--- config.mk ---
export PLATFORM = sky130hd
export DESIGN_NAME = bypass_ctrl
export DESIGN_NICKNAME = d
export VERILOG_FILES = /design/src/rtl/bypass_pkg.sv /design/src/rtl/operand_sel.sv /design/src/rtl/load_use_detect.sv /design/src/rtl/bypass_ctrl.sv
export SDC_FILE = /design/constraint.sdc
export NUM_CORES = 1
export LEC_CHECK = 0
export ABC_AREA = 1
export ABC_CLOCK_PERIOD_IN_PS = 900
export CAP_MARGIN = 20
export CORE_UTILIZATION = 27
export DETAILED_ROUTE_END_ITERATION = 8
export MAX_ROUTING_LAYER = met4
export PLACE_DENSITY = 0.83
export REMOVE_ABC_BUFFERS = 1
export SLEW_MARGIN = 30
export SYNTH_ARGS = -nofsm -noshare
export SYNTH_HDL_FRONTEND = slang
export SYNTH_HIERARCHICAL = 1
export SYNTH_SLANG_ARGS = --single-unit
--- constraint.sdc ---
create_clock -name vclk -period 0.9
set_input_delay 0.09 -clock vclk [all_inputs]
set_output_delay 0.09 -clock vclk [all_outputs]
set_load 0.05 [all_outputs]
--- src/rtl/bypass_pkg.sv ---
package bypass_pkg;
  typedef enum logic [1:0] {
    SRC_RF  = 2'b00,
    SRC_MWB = 2'b01,
    SRC_EXM = 2'b10
  } src_sel_e;
endpackage

--- src/rtl/operand_sel.sv ---
module operand_sel
  import bypass_pkg::*;
#(
  parameter int AW = 5
) (
  input  logic [AW-1:0] rs_i,
  input  logic [AW-1:0] exm_rd_i,
  input  logic          exm_we_i,
  input  logic [AW-1:0] mwb_rd_i,
  input  logic          mwb_we_i,
  output src_sel_e      sel_o
);
  localparam logic [AW-1:0] ZERO_REG = '0;

  logic exm_hit, mwb_hit;

  assign exm_hit = exm_we_i && (exm_rd_i != ZERO_REG) && (exm_rd_i == rs_i);
  assign mwb_hit = mwb_we_i && (mwb_rd_i != ZERO_REG) && (mwb_rd_i == rs_i);

  always_comb begin
    if (exm_hit)      sel_o = SRC_EXM;
    else if (mwb_hit) sel_o = SRC_MWB;
    else              sel_o = SRC_RF;
  end

  always_comb begin

    sel_legal_chk: assert (sel_o != src_sel_e'(2'b11));

    zero_reg_chk: assert (!(rs_i == ZERO_REG && sel_o != SRC_RF));

    newest_wins_chk: assert (!(sel_o == SRC_MWB && exm_we_i && exm_rd_i == rs_i && rs_i != ZERO_REG));
  end
endmodule

--- src/rtl/load_use_detect.sv ---
module load_use_detect #(
  parameter int AW = 5
) (
  input  logic [AW-1:0] id_rs1_i,
  input  logic [AW-1:0] id_rs2_i,
  input  logic [AW-1:0] ex_rd_i,
  input  logic          ex_memrd_i,
  output logic          stall_o
);
  localparam logic [AW-1:0] ZERO_REG = '0;

  logic dep;
  assign dep     = (ex_rd_i == id_rs1_i) || (ex_rd_i == id_rs2_i);
  assign stall_o = ex_memrd_i && (ex_rd_i != ZERO_REG) && dep;

  always_comb begin

    no_load_no_stall_chk: assert (ex_memrd_i || !stall_o);
  end
endmodule

--- src/rtl/bypass_ctrl.sv ---
module bypass_ctrl
  import bypass_pkg::*;
#(
  parameter int AW = 5,
  parameter int DW = 32
) (
  input  logic [AW-1:0] ex_rs1_i,
  input  logic [AW-1:0] ex_rs2_i,
  input  logic [AW-1:0] exm_rd_i,
  input  logic          exm_we_i,
  input  logic [AW-1:0] mwb_rd_i,
  input  logic          mwb_we_i,
  input  logic          mwb_mem2reg_i,
  input  logic [DW-1:0] mwb_alu_i,
  input  logic [DW-1:0] mwb_rdata_i,
  input  logic [AW-1:0] id_rs1_i,
  input  logic [AW-1:0] id_rs2_i,
  input  logic [AW-1:0] ex_rd_i,
  input  logic          ex_memrd_i,
  output logic [1:0]    fwd_a_o,
  output logic [1:0]    fwd_b_o,
  output logic [DW-1:0] mwb_fwd_o,
  output logic          pc_hold_o,
  output logic          ifid_hold_o,
  output logic          ex_bubble_o
);
  localparam int NOPS = 2;

  logic [AW-1:0] rs   [NOPS];
  src_sel_e      sel  [NOPS];
  logic          stall;

  assign rs[0] = ex_rs1_i;
  assign rs[1] = ex_rs2_i;

  for (genvar g = 0; g < NOPS; g++) begin : g_op
    operand_sel #(.AW(AW)) u_sel (
      .rs_i     (rs[g]),
      .exm_rd_i (exm_rd_i),
      .exm_we_i (exm_we_i),
      .mwb_rd_i (mwb_rd_i),
      .mwb_we_i (mwb_we_i),
      .sel_o    (sel[g])
    );
  end

  assign fwd_a_o = sel[0];
  assign fwd_b_o = sel[1];

  assign mwb_fwd_o = mwb_mem2reg_i ? mwb_rdata_i : mwb_alu_i;

  load_use_detect #(.AW(AW)) u_lud (
    .id_rs1_i   (id_rs1_i),
    .id_rs2_i   (id_rs2_i),
    .ex_rd_i    (ex_rd_i),
    .ex_memrd_i (ex_memrd_i),
    .stall_o    (stall)
  );

  assign pc_hold_o   = stall;
  assign ifid_hold_o = stall;
  assign ex_bubble_o = stall;

  always_comb begin

    stall_agree_chk: assert (pc_hold_o == ifid_hold_o && ifid_hold_o == ex_bubble_o);

    same_src_same_sel_chk: assert (!(ex_rs1_i == ex_rs2_i && fwd_a_o != fwd_b_o));
  end
endmodule

; ---- Yosys cells after proc, flatten, opt, wreduce, memory -nomap -nowiden
; Index checks and enable logic that the tools add are counted.
[word_totals]
ff_bits = 0
in_bits = 103
word_cells = 23
[classes]
eq_ne = 6
muxes = 5
reduce_logical = 12
[ops]
columns = operator, n
row1 = $mux 32, 1
row2 = $eq 5x5->1, 6
row3 = $reduce_bool 5->1, 3
row4 = $logic_and 1x1->1, 8
row5 = $mux 2, 2
row6 = $mux 1, 2
row7 = $logic_or 1x1->1, 1

; ---- Longest topological paths before layout
; Gate-level depths: netlist (run 1).
[depth]
depth_word = 5
ltp_mapped = 7
ltp_nobuf = 7

; ---- Cells and area by module
; The synthesis (run 1) kept the hierarchy.
[modules_own_cells]
columns = mod, n_inst, cells_per_inst, area_per_inst_um2
row1 = bypass_ctrl, 1, 106, 506.7
row2 = operand_sel, 2, 51, 221.5
row3 = load_use_detect, 1, 45, 195.2

; ---- Worst setup path before layout (run 1)
; OpenSTA, ideal clock, no wires.
[synth_path]
path_kind = in2out
from = input ex_rd_i[0]
to = output ifid_hold_o
t_arrival_ns = 1.241
required_ns = 0.810
path_slack_ns = -0.431
stages = 5
n_path_buf = 1
cell_sequence = xor2_1 > nor2_1 > nand3_1 > a21oi_2 > buf_4
[synth_between]
elab_chain_cells = 3
[synth_lines]
columns = item, line_no
row1 = from (decl), bypass_ctrl.sv:18  ; input logic [AW-1:0] ex_rd_i,
row2 = $eq 5x5->1 or $reduce_bool 5->1 (tied branches), "load_use_detect.sv:13, load_use_detect.sv:14"
row3 = $logic_or 1x1->1 or $logic_and 1x1->1 (tied branches), "load_use_detect.sv:13, load_use_detect.sv:14"
row4 = $logic_and 1x1->1 *, load_use_detect.sv:14  ; assign stall_o = ex_memrd_i && (ex_rd_i != ZERO_REG) && dep;
row5 = to (decl), bypass_ctrl.sv:24  ; output logic ifid_hold_o,
; Mark *: on every way between the ends. The rest lies on a longest branch, timed or not.

; ---- Final worst setup path (run 1)
[layout_path]
from = input ex_rd_i[2]
to = output ex_bubble_o
[layout_between]
elab_chain_cells = 3
[layout_lines]
columns = item, line_no
row1 = $eq 5x5->1 or $reduce_bool 5->1 (tied branches), "load_use_detect.sv:13, load_use_detect.sv:14"
row2 = $logic_or 1x1->1 or $logic_and 1x1->1 (tied branches), "load_use_detect.sv:13, load_use_detect.sv:14"
row3 = $logic_and 1x1->1 *, load_use_detect.sv:14
row4 = to (decl), bypass_ctrl.sv:25  ; output logic ex_bubble_o
; Marks and branches as above.

==> results of run 1 <==
## critical path: cells and delay by family
family	cells	cell delay [ns]
compound gates	1	0.13
buf+inv	4	0.38
simple gates	4	0.34
## worst max-delay path by stage
stage	endpoint	slack [ns]
4_1_cts	ex_bubble_o	-0.18
6_report	ex_bubble_o	-0.15
2_1_floorplan	ex_bubble_o	-0.89
5_1_grt	ifid_hold_o	-0.21
3_3_place_gp	fwd_a_o[0]	-0.60
3_5_place_dp	fwd_a_o[0]	-0.62
## where the power goes
group          leakage (nW)   total [mW]  internal (mW)  switching, mW
sequential                0            0              0              0
clock             0.0000127  0.000000297    0.000000297              0
combinational          1.79         2.04          0.993           1.05
## cell type report
cell class                 count  area share
inverter                      37      0.0569
timing repair inverter         3      0.0119
antenna                        2     0.00154
timing repair buffer         155       0.579
multi-input combinational    205       0.332
tap                           50      0.0192
## cell usage in the layout (no fill, tap or decap), drive strengths merged
cell / Yosys / routed
a21boi: 2 / 2
a21oi: 3 / 3
buf: 8 / 86
clkbuf: 3 / 2
clkdlybuf4s15: 0 / 2
clkinv: 0 / 1
diode: 0 / 2
dlygate4sd2: 0 / 59
dlymetal6s2s: 0 / 6
inv: 37 / 39
nand2: 157 / 157
nand3: 10 / 10
nand4: 1 / 1
nor2: 20 / 20
o21ai: 7 / 7
xnor2: 2 / 2
xor2: 3 / 3
## cells by family (layout without fill, tap and decap cells)
| kind of cell | Yosys count | in the layout | share of synthesized area |
|---|---|---|---|
| xor+xnor | 5 | 5 | 0.0383 |
| other cells | 0 | 2 | 0 |
| simple gates | 188 | 188 | 0.664 |
| buf+inv | 48 | 195 | 0.237 |
| compound gates | 12 | 12 | 0.0601 |
## stage by stage
stage	instances	utilization	power (mW)	instance area [um2]
6_report	452	0.807	2.04	3250
5_1_grt	452	0.807	2.14	3250
4_1_cts	448	0.751	1.91	3020
3_5_place_dp	443	0.735	1.91	2960
3_3_place_gp	443	0.735	1.88	2960
2_1_floorplan	242	-	0.747	1020
## layer usage
metal | GRT usage | part of all wire | vias up
met4 | 0.0479 | 0.020 | 0
met3 | 0.0599 | 0.084 | 16
met5 | - | 0 | -
met2 | 0.511 | 0.56 | 101
met1 | 0.257 | 0.34 | 908
li1 | - | - | 1041
## timing repair
item                                    4_1_cts  5_1_grt
pin swaps                                   121       37
buffers inserted                              3        0
resized for setup                           303       75
hold buffers                                  0        0
endpoints found under the setup margin       39       24
gates cloned                                  2        2
==> reports/results.tsv, run 1 <==
stage	metric	value	unit
layout	fillerInstances	268	
critical_path	start_kind	input pin	
timing	max_slew_margin	0.806	
layout	drive_above_1_share	0.498	
timing	hold_slack	0.533	ns
critical_path	cpPeakStageDelay	0.14	ns
routing	drc	0	
yosys	yosysMostFrequentCell	nand2_1	
floorplan	ioPinCount	142	
yosys	synth_area	0.00114	mm2
min_path	hold_depth	4	
grt	grt_usage	0.261	
floorplan	dieArea	0.00450	mm2
floorplan	fp.dieW	67.1	um
critical_path	startpoint	ex_rd_i[2]	
routing	wl_per_cell	14.6	um
pwr	power_density	627	mW/mm2
placed_design	portBuffers	142	
layout	seq_area	0	um2
yosys	yosys_warnings	6	
layout	final_nets	505	
yosys	synth_top_cell_area_share	0.475	
layout	area_growth	184	%
critical_path	critPathCaptureType	output port	
status	violations	negative setup slack	
timing	rsz0062_at_grt	true	
placed_design	routabilityCongestion	0.825	
routing	route.antenna.remaining_nets	0	
yosys	yosys.area.top_type	nand2_1	
routing	routed_wl	6620	um
grt	grt_remaining_overflow	0	
floorplan	core	0.00403	mm2
critical_path	slowest_stage	buf_6	
pwr	power_leakage	1.79	nW
yosys	synthTopCellsByArea	nand2_1, inv_1, nand2_2	
critical_path	crit_chain	buf_8 > inv_4 > nand2_1 > nand2_2 > nor2_2 > nand3_2 > a21oi_2 > buf_6 > buf_12	
layout	multi_input_area	0.00108	mm2
placed_design	place_hpwl	4850	um
layout	sequential_cell_total	0	
floorplan	row_count	23	
yosys	synth_common_cells	nand2_1, inv_1, nor2_1	
routing	drtIter0Drc	72	
critical_path	critical_path_class	input pin to output port	
min_path	hold_class	input pin to output port	
yosys	avgSynthCellArea	4.53	um2
flow_run	drv_cap	0	
timing	worst_slack	-0.145	ns
timing	slew_viol_final	0	
yosys	synthCells	253	
routing	via_per_inst	4.57	
critical_path	cp.arrival	0.96	ns
grt	grt_first_pass_wirelength	8610	um
timing	worstMarginPinSlew	0.290	ns
pwr	peakVddDrop	294	uV
routing	route.vias.total	2066	
min_path	hold_end	mwb_fwd_o[5]	
layout	n_clock_buffer	0	
critical_path	worst_ep_required_time	0.81	ns
critical_path	crit_fanout	3	
placed_design	post-place-ws	-0.623	ns
routing	drt_pass1_iterations	4	
grt	grt_max_degree	17	
yosys	ys_seq_area_frac	0	
min_path	holdCritStartpoint	mwb_rdata_i[5]	
grt	antenna_found_initial	2	
timing	period_share	1.16	
timing	setup_tns	-0.845	ns
grt	grt_pass1_vias	1795	
yosys	synth_cell_types	19	
timing	layout_min_cycle_time	1.05	ns
timing	setup_viol	7	
status	status	complete, but fails checks	
floorplan	die_h	67.1	um
timing	final_hold_viol_count	0	
floorplan	initial_core_util	0.284	
timing	fmax	957	MHz
Power figures use the tool's default switching activity.
==> run 2, diff against run 1 <==
Settings changed: CELL_PAD_IN_SITES_DETAIL_PLACEMENT set to 1, CELL_PAD_IN_SITES_GLOBAL_PLACEMENT set to 1, CORE_UTILIZATION 27 to 14, PLACE_DENSITY 0.83 to unset, PLACE_DENSITY_LB_ADDON set to 0.1.
==> reports/results.tsv, run 2 (synthesis results as in run 1) <==
stage	metric	value	unit	change
timing	fmax	977	MHz	+2.1%
grt	grt_first_pass_wirelength	10700	um	+24%
critical_path	start_kind	input pin		
floorplan	row_count	32		+39%
placed_design	place_area	0.00302	mm2	+1.9%
layout	seq_area	0	um2	unchanged
layout	multi_input_area	0.00111	mm2	+3.2%
critical_path	worst_ep_required_time	0.81	ns	about the same
critical_path	critPathBufInv	4		unchanged
layout	fillerInstances	1017		+280%
critical_path	crit_fanout	3		unchanged
layout	area_growth	192	%	
status	status	complete, but fails checks		
placed_design	portBuffers	142		unchanged
flow_run	drv_cap	0		unchanged
timing	worstMarginPinSlew	0.171	ns	-0.119 ns
floorplan	die_h	92.4	um	+38%
layout	final_cells	503		+11%
min_path	hold_class	input pin to output port		
layout	sequential_cell_total	0		unchanged
grt	grt_pass1_vias	2095		+17%
placed_design	routabilityCongestion	0.778		-5.7%
grt	antenna_found_initial	2		unchanged
floorplan	initial_core_util	0.147		-0.138
critical_path	cpPeakStageDelay	0.15	ns	about the same
routing	routed_wl	7120	um	+7.6%
layout	mostFrequentLayoutCells	nand2_1, nand2_2, dlygate4sd2_1, buf_12, buf_6		
timing	setup_tns	-0.768	ns	+0.0765 ns
routing	via_per_inst	4.11		-10%
timing	max_slew_margin	0.886		+0.0794
routing	wl_per_cell	14.2	um	-3.3%
grt	grt_max_degree	18		+1
critical_path	critPathCaptureType	output port		
timing	layout_min_cycle_time	1.02	ns	-0.0219 ns
placed_design	dp_cells	494		+12%
routing	drt_pass1_iterations	4		unchanged
routing	drc	0		unchanged
floorplan	fp.dieW	92.4	um	+38%
critical_path	path_delay_family	buffers and inverters		
timing	setup_viol	7		unchanged
pwr	power_leakage	1.74	nW	-2.5%
floorplan	dieArea	0.00854	mm2	+90%
critical_path	slowest_stage	a21oi_2		
floorplan	core	0.00781	mm2	+94%
timing	final_hold_viol_count	0		unchanged
timing	rsz0062_at_grt	true		
grt	grt_usage	0.162		-0.0986
timing	slew_viol_final	0		unchanged
cts	cts_hold_buffers	0		unchanged
pwr	total_power	2.05	mW	+0.46%
floorplan	ioPinCount	142		unchanged
layout	design_area	0.00334	mm2	+2.6%
pwr	peakVddDrop	162	uV	-45%
routing	route.antenna.remaining_nets	0		unchanged
pwr	power_density	614	mW/mm2	-2.1%
placed_design	post-place-ws	-0.666	ns	-0.0434 ns
layout	drive_above_1_share	0.519		+0.0213
grt	grt_remaining_overflow	0		unchanged
status	violations	negative setup slack		
timing	hold_slack	0.628	ns	+0.0948 ns
critical_path	crit_chain	buf_8 > inv_4 > nand2_2 > nand2_1 > nor2_1 > nand3_1 > a21oi_2 > buf_6 > buf_12		
routing	route.vias.total	2069		+0.15%
routing	drtIter0Drc	32		-56%
layout	utilization	0.428		-0.380
layout	final_nets	504		-0.20%
timing	worst_slack	-0.123	ns	+0.0219 ns
placed_design	place_hpwl	5790	um	+19%
critical_path	cp.arrival	0.93	ns	-0.03 ns
layout	n_clock_buffer	0		unchanged
critical_path	critical_path_class	input pin to output port		
layout	final_common_cell	nand2_1		
timing	period_share	1.14		-0.0243
[run 2: what timing repair did]
item	4_1_cts	5_1_grt
hold endpoints to repair	0	0
resized for setup	333	60
buffers inserted	2	2
pin swaps	105	33
endpoints found under the setup margin	39	22
gates cloned	2	1
[run 2: final timing paths]
check / start / endpoint / slack (ns) / cells after the start
hold / removal: mwb_rdata_i[5] / mwb_fwd_o[5] / 0.63 / 4
setup / recovery: ex_rd_i[2] / ex_bubble_o / -0.12 / 9
[run 2: report_power, final]
group	switching (mW)	internal (mW)
Combinational	1.05	0.998
Sequential	0	0
Clock	0	0.000000297
[run 2: cell type report]
type | instances | share of cell area
Timing Repair Buffer | 154 | 0.560
Timing Repair inverter | 3 | 0.0157
Antenna cell | 2 | 0.00150
Tap cell | 102 | 0.0382
Multi-Input combinational cell | 205 | 0.334
Inverter | 37 | 0.0506
[run 2: routing by layer]
metal / vias to the layer above / share of wire / track usage
met4: 0 / 0.0030 / 0.00521
met3: 2 / 0.062 / 0.0230
met5: - / 0 / -
met2: 79 / 0.51 / 0.304
li1: 1036 / - / -
met1: 952 / 0.42 / 0.191
[run 2: worst min-delay path, stage by stage]
cell,delay [ns]
dlygate4sd2_1,0.19
nand2_1,0.06
nand2_2,0.07
buf_12,0.13
==> run 3, diff against run 2 <==
Settings changed: CORE_UTILIZATION 14 to 16, SYNTH_HIERARCHICAL 1 to unset.
==> reports/results.tsv, run 3 <==
stage	metric	value	unit	change
floorplan	core	0.00683	mm2	-13%
min_path	hold_depth	3		-1
layout	design_area	0.00317	mm2	-5.0%
routing	routed_wl	5600	um	-21%
critical_path	crit_fanout	3		unchanged
yosys	synth_xor_area_frac	0.0768		+0.0386
layout	seq_area	0	um2	unchanged
timing	worst_slack	-0.163	ns	-0.0401 ns
timing	slew_viol_final	0		unchanged
yosys	ys_seq_area_frac	0		unchanged
timing	max_slew_margin	0.893		+0.00758
routing	route.antenna.remaining_nets	0		unchanged
yosys	synth_cell_types	18		-1
yosys	avgSynthCellArea	6.74	um2	+49%
floorplan	fp.dieW	86.4	um	-6.5%
floorplan	die_h	86.4	um	-6.5%
grt	antenna_found_initial	0		-2
critical_path	cp_common_cell	nand2_1		
layout	n_antenna_cell	0		-2
layout	area_growth	178	%	
routing	route.vias.total	1579		-24%
flow_run	drv_cap	0		unchanged
timing	worstMarginPinSlew	0.160	ns	-0.0113 ns
placed_design	routabilityCongestion	0.756		-2.8%
status	status	complete, but fails checks		
timing	final_hold_viol_count	0		unchanged
yosys	synthMuxAreaShare	0.415		+0.415
placed_design	place_hpwl	4780	um	-18%
status	violations	negative setup slack		
yosys	synthTopCellsByArea	mux2_4, nand2_1, inv_1		
timing	period_share	1.18		+0.0445
critical_path	start_kind	input pin		
yosys	synthCells	169		-33%
placed_design	portBuffers	142		unchanged
timing	fmax	940	MHz	-3.8%
critical_path	worst_ep_required_time	0.81	ns	about the same
routing	drt_pass1_iterations	4		unchanged
pwr	power_density	627	mW/mm2	+2.2%
yosys	yosys.area.top_type	mux2_4		
critical_path	critPathBufInv	4		unchanged
critical_path	path_delay_family	buffers and inverters		
pwr	peakVddDrop	312	uV	+93%
yosys	synth_compound_area_frac	0.0165		-0.0436
yosys	yosys_warnings	0		-6
timing	rsz0062_at_grt	true		
yosys	synth_top_family_by_area	multiplexers		
critical_path	slowest_stage	buf_4		
layout	final_common_cell	dlygate4sd2_1		
grt	grt_remaining_overflow	0		unchanged
critical_path	cp.depth	9		unchanged
yosys	synthAdderAreaFrac	0		unchanged
routing	drtIter0Drc	28		-13%
routing	drc	0		unchanged
floorplan	row_count	30		-6.3%
min_path	hold_class	input pin to output port		
yosys	synth-simple-area-share	0.311		-0.354
floorplan	ioPinCount	142		unchanged
critical_path	cp.arrival	0.97	ns	+0.04 ns
yosys	yosysMostFrequentCell	nand2_1		
layout	final_nets	421		-16%
layout	drive_above_1_share	0.497		-0.0220
timing	layout_min_cycle_time	1.06	ns	+0.0401 ns
yosys	synth_top_cell_area_share	0.395		-0.0802
grt	grt_first_pass_wirelength	7960	um	-26%
layout	fillerInstances	817		-20%
floorplan	initial_core_util	0.167		+0.0202
layout	n_clock_buffer	0		unchanged
routing	via_per_inst	3.83		-6.8%
critical_path	critical_path_class	input pin to output port		
layout	sequential_cell_total	0		unchanged
timing	setup_viol	37		+30
yosys	synth_area	0.00114	mm2	-0.44%
yosys	synth_common_cells	nand2_1, mux2_4, inv_1		
critical_path	cpPeakStageDelay	0.17	ns	+0.02 ns
layout	mostFrequentLayoutCells	dlygate4sd2_1, nand2_1, buf_12, mux2_4, buf_6		
placed_design	place_area	0.00303	mm2	+0.46%
critical_path	critPathCaptureType	output port		
floorplan	dieArea	0.00747	mm2	-13%
grt	grt_max_degree	9		-9
grt	grt_pass1_vias	1590		-24%
pwr	power_leakage	1.67	nW	-4.1%
timing	hold_slack	0.645	ns	+0.0167 ns
routing	wl_per_cell	13.6	um	-4.0%
grt	grt_usage	0.140		-0.0219
layout	multi_input_area	0.00101	mm2	-9.7%
critical_path	crit_chain	buf_2 > inv_1 > nand2_1 > nand2_1 > nor2_2 > nand3_1 > a21oi_1 > buf_4 > buf_12		
-- run 3: changes by cell type after synthesis, moves of 3 or more --
cell | before | now
nand2_1 | 145 | 59
mux2_4 | 0 | 30
nand2_2 | 12 | 0
inv_1 | 28 | 19
o21ai_0 | 7 | 1
clkbuf_8 | 3 | 0
xnor2_1 | 2 | 5
-- run 3: cells by family (layout without fill, tap and decap cells) --
kind of cell	after synthesis	count (layout)
XOR/XNOR	10	10
multiplexers	32	32
AND/OR/NAND/NOR	88	88
AO/OA/AOI/OAI	3	3
buffers and inverters	36	183
-- run 3: layout make-up --
type,count,share of cell area
inverter,28,0.0371
multi-input combinational,133,0.317
tap,96,0.0379
timing repair buffer,155,0.608
-- run 3: where the power goes --
part	internal (mW)	leakage (nW)	switching (mW)
combinational	1.09	1.67	0.902
sequential	0	0	0
clock	0	0	0
-- run 3: routing by layer --
layer,up-vias,part of all wire,global-route usage
met2,42,0.59,0.279
met5,-,0,-
met1,718,0.37,0.162
met3,0,0.034,0.00762
li1,819,-,-
met4,0,0,0
-- run 3: per-stage QoR --
step / setup TNS (ns) / cells / utilization / power (mW) / setup WS (ns)
floorplan: -6.07 / 161 / - / 0.821 / -1.74
global placement: -8.86 / 408 / 0.444 / 1.96 / -0.621
detailed placement: -9.01 / 408 / 0.444 / 1.97 / -0.635
CTS: -1.73 / 411 / 0.447 / 1.95 / -0.203
global route: -2.32 / 412 / 0.464 / 2.09 / -0.237
finish: -1.49 / 412 / 0.464 / 1.99 / -0.163
-- run 3: worst paths after layout --
check,endpoint,start
min,mwb_fwd_o[9],mwb_alu_i[9]
max,ex_bubble_o,id_rs1_i[1]
-- run 3: repair_timing --
action                                  CTS  global route
buffers inserted                          1             1
endpoints found under the setup margin   39            39
hold buffers                              0             0
gates cloned                              2             0
gates resized for setup                 259            37
pin swaps                                41            34
